**src/rtl/i2c_tick_pkg.sv**
```systemverilog
// Shared definitions for the tick-paced I2C master.
// Assumes a four-phase bit slot; the phase codes are used by the sequencer
// and by the line-control logic in the top module.
package i2c_tick_pkg;
    typedef enum logic [1:0] {
        OP_START = 2'd0,
        OP_STOP  = 2'd1,
        OP_WRITE = 2'd2,
        OP_READ  = 2'd3
    } i2c_op_e;

    localparam int PH_W = 2;
    localparam logic [PH_W-1:0] PH_SCL_LOW  = 2'd0;
    localparam logic [PH_W-1:0] PH_SDA_SET  = 2'd1;
    localparam logic [PH_W-1:0] PH_SCL_HIGH = 2'd2;
    localparam logic [PH_W-1:0] PH_HOLD     = 2'd3;
endpackage

```
**src/rtl/i2c_phase_seq.sv**
```systemverilog
// Phase and bit-slot counter.
// Counts tick phases within a bit slot and bit slots within a command.
// Assumes 'restart' and 'advance' are never high in the same cycle.
module i2c_phase_seq #(
    parameter int PH_W  = 2,
    parameter int BIT_W = 4
) (
    input  logic             clk,
    input  logic             rst_n,
    input  logic             restart,
    input  logic             advance,
    input  logic [BIT_W-1:0] last_bit,
    output logic [PH_W-1:0]  phase,
    output logic [BIT_W-1:0] bit_idx,
    output logic             final_step
);
    localparam logic [PH_W-1:0] PH_LAST = '1;

    // Step the phase on each tick; roll into the next bit slot after the last phase.
    always_ff @(posedge clk) begin
        if (!rst_n) begin
            phase   <= '0;
            bit_idx <= '0;
        end else if (restart) begin
            phase   <= '0;
            bit_idx <= '0;
        end else if (advance) begin
            if (phase == PH_LAST) begin
                phase   <= '0;
                bit_idx <= bit_idx + 1'b1;
            end else begin
                phase <= phase + 1'b1;
            end
        end
    end

    // Flag the tick that closes the final bit slot of the command.
    always_comb begin
        final_step = advance && (phase == PH_LAST) && (bit_idx == last_bit);
    end
endmodule

```
**src/rtl/i2c_shift_reg.sv**
```systemverilog
// Byte shift register, MSB first.
// Loads the byte to send and shifts the sampled SDA in at the LSB,
// so after a full byte it holds the bits seen on the wire.
module i2c_shift_reg #(
    parameter int WIDTH = 8
) (
    input  logic             clk,
    input  logic             rst_n,
    input  logic             load,
    input  logic [WIDTH-1:0] load_val,
    input  logic             shift,
    input  logic             in_bit,
    output logic [WIDTH-1:0] value,
    output logic             msb
);
    // Load on command accept; shift one bit per data slot.
    always_ff @(posedge clk) begin
        if (!rst_n) begin
            value <= '0;
        end else if (load) begin
            value <= load_val;
        end else if (shift) begin
            value <= {value[WIDTH-2:0], in_bit};
        end
    end

    // Present the bit due next on the wire.
    always_comb begin
        msb = value[WIDTH-1];
    end
endmodule

```
**src/rtl/i2c_tick_master.sv**
```systemverilog
// Tick-paced I2C master bit engine.
// Runs start, stop, byte write and byte read commands. Each bit slot is four
// ticks: SCL low, SDA set, SCL release, hold. Assumes open-drain lines with
// external pull-ups, no other master, and no clock stretching.
module i2c_tick_master #(
    parameter int DATA_W = 8
) (
    input  logic              clk,
    input  logic              rst_n,
    input  logic              tick,
    input  logic              cmd_valid,
    input  logic [1:0]        cmd_op,
    input  logic [DATA_W-1:0] cmd_data,
    input  logic              cmd_nack,
    output logic              cmd_ready,
    output logic              scl_oe,
    output logic              sda_oe,
    input  logic              sda_in,
    output logic              rsp_valid,
    output logic [DATA_W-1:0] rsp_data,
    output logic              rsp_ack
);
    import i2c_tick_pkg::*;

    localparam int BIT_W = $clog2(DATA_W + 1);
    localparam logic [BIT_W-1:0] BYTE_LAST = BIT_W'(DATA_W);

    logic             busy_q;
    i2c_op_e          op_q;
    logic             nack_q;
    logic             accept;
    logic             step;
    logic [PH_W-1:0]  phase;
    logic [BIT_W-1:0] bit_idx;
    logic [BIT_W-1:0] last_bit;
    logic             final_step;
    logic             byte_op;
    logic             data_slot;
    logic             sda_drive;
    logic             do_shift;
    logic             sh_msb;

    // Decode the handshake, the tick-qualified step and the current slot type.
    always_comb begin
        accept    = cmd_valid && !busy_q;
        step      = busy_q && tick;
        byte_op   = (op_q == OP_WRITE) || (op_q == OP_READ);
        last_bit  = byte_op ? BYTE_LAST : '0;
        data_slot = (bit_idx != BYTE_LAST);
        do_shift  = step && byte_op && data_slot && (phase == PH_HOLD);
        cmd_ready = !busy_q;
    end

    // Choose the SDA drive enable applied on the second tick of a slot.
    always_comb begin
        unique case (op_q)
            OP_START: sda_drive = 1'b0;
            OP_STOP:  sda_drive = 1'b1;
            OP_WRITE: sda_drive = data_slot ? !sh_msb : 1'b0;
            default:  sda_drive = data_slot ? 1'b0 : !nack_q;
        endcase
    end

    i2c_phase_seq #(
        .PH_W  (PH_W),
        .BIT_W (BIT_W)
    ) u_seq (
        .clk        (clk),
        .rst_n      (rst_n),
        .restart    (accept),
        .advance    (step),
        .last_bit   (last_bit),
        .phase      (phase),
        .bit_idx    (bit_idx),
        .final_step (final_step)
    );

    i2c_shift_reg #(
        .WIDTH (DATA_W)
    ) u_shift (
        .clk      (clk),
        .rst_n    (rst_n),
        .load     (accept),
        .load_val (cmd_data),
        .shift    (do_shift),
        .in_bit   (sda_in),
        .value    (rsp_data),
        .msb      (sh_msb)
    );

    // Run the command: latch it on accept, then drive the lines phase by phase.
    always_ff @(posedge clk) begin
        if (!rst_n) begin
            busy_q    <= 1'b0;
            op_q      <= OP_START;
            nack_q    <= 1'b0;
            scl_oe    <= 1'b0;
            sda_oe    <= 1'b0;
            rsp_valid <= 1'b0;
            rsp_ack   <= 1'b0;
        end else begin
            rsp_valid <= 1'b0;
            if (accept) begin
                busy_q <= 1'b1;
                op_q   <= i2c_op_e'(cmd_op);
                nack_q <= cmd_nack;
            end else if (step) begin
                unique case (phase)
                    PH_SCL_LOW:  scl_oe <= 1'b1;
                    PH_SDA_SET:  sda_oe <= sda_drive;
                    PH_SCL_HIGH: scl_oe <= 1'b0;
                    default: begin
                        if (op_q == OP_START) begin
                            sda_oe <= 1'b1;
                        end else if (op_q == OP_STOP) begin
                            sda_oe <= 1'b0;
                        end else if (!data_slot) begin
                            rsp_ack <= sda_in;
                        end
                        if (final_step) begin
                            busy_q    <= 1'b0;
                            rsp_valid <= 1'b1;
                        end
                    end
                endcase
            end
        end
    end
endmodule

```
**config.mk**
```make
export PLATFORM = sky130hd
export DESIGN_NAME = i2c_tick_master
export DESIGN_NICKNAME = d
export VERILOG_FILES = /design/src/rtl/i2c_tick_pkg.sv /design/src/rtl/i2c_phase_seq.sv /design/src/rtl/i2c_shift_reg.sv /design/src/rtl/i2c_tick_master.sv
export SDC_FILE = /design/constraint.sdc
export NUM_CORES = 1
export LEC_CHECK = 0
export BUFFER_PORTS_ARGS = -buffer_cell sky130_fd_sc_hd__buf_2
export CAP_MARGIN = 20
export CELL_PAD_IN_SITES_DETAIL_PLACEMENT = 0
export CELL_PAD_IN_SITES_GLOBAL_PLACEMENT = 1
export CORE_ASPECT_RATIO = 1.1
export CORE_MARGIN = 4
export CORE_UTILIZATION = 39
export DETAILED_ROUTE_END_ITERATION = 12
export PLACE_DENSITY = 0.76
export RECOVER_POWER = 25
export REMOVE_ABC_BUFFERS = 1
export SYNTH_ARGS = -nofsm -noshare
export SYNTH_HDL_FRONTEND = slang
export SYNTH_HIERARCHICAL = 1
export SYNTH_SLANG_ARGS = --single-unit
```
**constraint.sdc**
```tcl
create_clock -name clk -period 2.4 [get_ports clk]
set_clock_uncertainty 0.1 [all_clocks]
set_input_delay 0.24 -clock clk [delete_from_list [all_inputs] [get_ports clk]]
set_output_delay 0.24 -clock clk [all_outputs]
set_load 0.03 [all_outputs]
```
==> summary.md <==
• gpl congestion: 0.661
• synth warn: 6
• most common cell after layout, fill and taps aside: buf_2
• critical path required time: 2.52 ns
• final setup violation count: 0
• Final nets: 163
• startpoint of the worst-slack reg-to-reg timing path: u_seq/phase[0]
• areal power density over the cells: 536 nW/um^2
• worst voltage drop across the vdd grid: 0.230 mV
• mux contribution to synthesized area: 0.139
• number of top-level pins: 29
• Fmax: 0.554 GHz
• clock insertion delay at the later pin of the skew report: 0.31 ns
• number of hold violations in the final report: 0
• CP Launch Point: u_seq/phase[0]
• crit share post-route: 0.752
• Netlist cell types: 34
• sum of overflow across all layers after global routing: 0
• vias per inst: 4.95
• via count of the first global-routing pass: 836
• post-CTS sizing: 0
• antenna violations before repair: 0
• Crit-path slowest cell: dfxtp_1
• adder and majority cell fraction of the synthesized area: 0.0216
• relative area change from synthesis to final layout: 17.3%
• sequential area share after synthesis: 0.381
• final total negative setup slack: 0 ns
• Worst Hold Endpoint: nack_q
• aggregate routed wire length: 2320 um
• slowest stage delay, CP: 0.43 ns
• number of cells on the worst hold path: 3
• Chip Height: 65.1 um
• hpwl dp: 1760 um
• static leakage: 0.642 nW
• FP Rows: 20
• fraction of final layout cells sized beyond drive strength 1: 0.285
• Via Count: 877
• critical register-to-register path endpoint: u_shift/value[3]
• remaining number of nets flagged by the antenna check after routing: 0
• Diodes inserted: 0
• kind of path behind the tightest hold check: input port to register
• xor and xnor fraction of the mapped netlist area: 0.0455
• power consumption: 727 uW
• core region area: 2800 sq um
• number of DRC violations after detailed-routing iteration 0: 25
• sequence of cells on the critical path: and3_1 > nor3b_2 > buf_4 > mux2_4 > o211a_1
• H-tree level count: 1
• Worst R2R Path Depth: 5
• count of TritonRoute iterations in the first routing pass: 3
• global-route wire length before repair: 3840 um
• combinational family with the most area after synthesis: simple AND/OR/NAND/NOR gates
• data arrival time of the worst path: 1.92 ns
• post-CTS setup repair buffer count: 0
• CP Capture Type: register
• slew margin rel.: 0.457
• commonest non-fill, non-tap cells in the layout: buf_2 (23), dfxtp_1 (22), o211a_1 (10)
• number of instances in the synthesized netlist: 114
• Max Cap Violations: 0
• transition at the pin with the smallest max-transition slack: 0.814 ns
• top post-synthesis cells by area: dfxtp_1 (38%), mux2_4 (10%), o211a_1 (8.7%)
• die area: 3900 sq um
• startpoint types: register
• largest fanout on the critical path: 8
• total of hold buffers inserted after clock tree synthesis: 0
• post-synthesis cell area: 1160 sq um
• number of flip-flops and latches in the synthesized netlist: 22
• area share of and/or/nand/nor cells after synthesis: 0.228
• start point of the worst hold path: cmd_nack
• initial core utilization: 0.413
• reg-to-reg setup timing slack: 0.60 ns
• All-Layer GR Usage: 0.129
• pin count of the biggest net entering global routing: 23
• unrepaired setup endpoints after global routing: no
• die boundary width: 59.9 um
• buffer cell driving the clock tree root: clkbuf_4
• clock tree from TritonCTS: yes
• area share of the largest cell type after synthesis: 0.381
• clock edge transition at the registers on the reported setup and hold paths: 0.13 ns
• biggest area consumer among synthesized cells: dfxtp_1
• DRC violation count after routing: 0
• Final Max Slew Viols: 0
• crit path time final: 1.80 ns
• Port Buffer Count: 28
• number of sinks on the clock net: 22
• Avg Inst Size Synth: 10.1 sq um
• CTS Buffer Depth: 2
• type of the worst setup path: register to register
• result of the run: completed
• Inserted Clock Buffers: 3
• wire length per cell after detailed routing: 13.1 um
• Compound-Gate Fraction of Synth Area: 0.139
-- report_power, final --
part | internal, mW | total (mW) | switching [mW]
registers | 0.382 | 0.397 | 0.0148
logic | 0.0562 | 0.120 | 0.0638
clock network | 0.0926 | 0.210 | 0.118
-- stage by stage --
step | instance area (sq um) | utilization | std cells | worst slack [ns] | hold slack [ns]
after floorplan | 1130 | - | 110 | 0.0275 | 0.268
after global placement | 1330 | 0.475 | 173 | 0.634 | 0.361
after detailed placement | 1330 | 0.475 | 173 | 0.612 | 0.379
after CTS | 1370 | 0.488 | 177 | 0.590 | 0.0525
after global routing | 1360 | 0.484 | 177 | 0.459 | 0.0515
final | 1360 | 0.484 | 177 | 0.596 | 0.0672
-- cell type report --
| class | instances | area [sq um] |
|---|---|---|
| Inverter | 4 | 15.0 |
| Fill cell | 296 | 1450 |
| Tap cell | 33 | 41.3 |
| Multi-Input combinational cell | 84 | 678 |
| Clock buffer | 4 | 36.3 |
| Sequential cell | 22 | 440 |
| Timing Repair Buffer | 30 | 145 |
-- worst max-delay path: cells and delay by family, from the launching register on --
family | cells | cell delay (ns)
mux | 1 | 0.31
buf+inv | 1 | 0.22
compound gates | 1 | 0.20
flops | 1 | 0.43
simple gates | 2 | 0.44
-- layer usage --
layer / track usage / part of all wire / vias up
li1: - / - / 455
met1: 0.166 / 0.48 / 402
met2: 0.211 / 0.47 / 16
met3: 0.0295 / 0.038 / 4
met4: 0.0416 / 0.010 / 0
met5: 0 / 0 / -
-- sequential cells by signal, summed over array words and instances, names as in the netlist --
register	count
busy_q	1
u_shift/value	8
op_q	2
rsp_ack	1
u_seq/bit_idx	4
scl_oe	1
u_seq/phase	2
nack_q	1
sda_oe	1
rsp_valid	1
-- cells in the mapped netlist (all sizes together) --
| cell | instances |
|---|---|
| nand2b | 1 |
| dfxtp | 22 |
| conb | 1 |
| buf | 4 |
| mux2i | 4 |
| xnor2 | 3 |
| ha | 2 |
| o21ai | 3 |
| xor2 | 3 |
| or3 | 1 |
| a2111oi | 1 |
| or2b | 8 |
| nand4 | 1 |
| nor3b | 3 |
| a21oi | 4 |
| clkbuf | 2 |
| nor4b | 2 |
| and2 | 2 |
| inv | 4 |
| nand3 | 7 |
| nor2 | 5 |
| nor3 | 1 |
| a21bo | 1 |
| and3 | 1 |
| nor2b | 5 |
| o211a | 10 |
| mux2 | 8 |
| nand2 | 5 |
-- cell families after synthesis --
| family | count (synthesis) |
|---|---|
| simple gates | 42 |
| flops | 22 |
| compound gates | 19 |
| mux | 12 |
| buf+inv | 10 |
| xor+xnor | 6 |
| fa+ha+maj | 2 |
| other cells | 1 |
-- how the worst max path moves through the flow --
| stage | end | slack, ns |
|---|---|---|
| after floorplan | u_shift/value[0] | 0.03 |
| after global placement | u_shift/value[5] | 0.63 |
| after detailed placement | u_shift/value[3] | 0.61 |
| after CTS | u_shift/value[5] | 0.59 |
| after global routing | u_seq/bit_idx[1] | 0.46 |
| final | u_shift/value[3] | 0.60 |
Note: power is estimated with default switching activity, not from simulation.
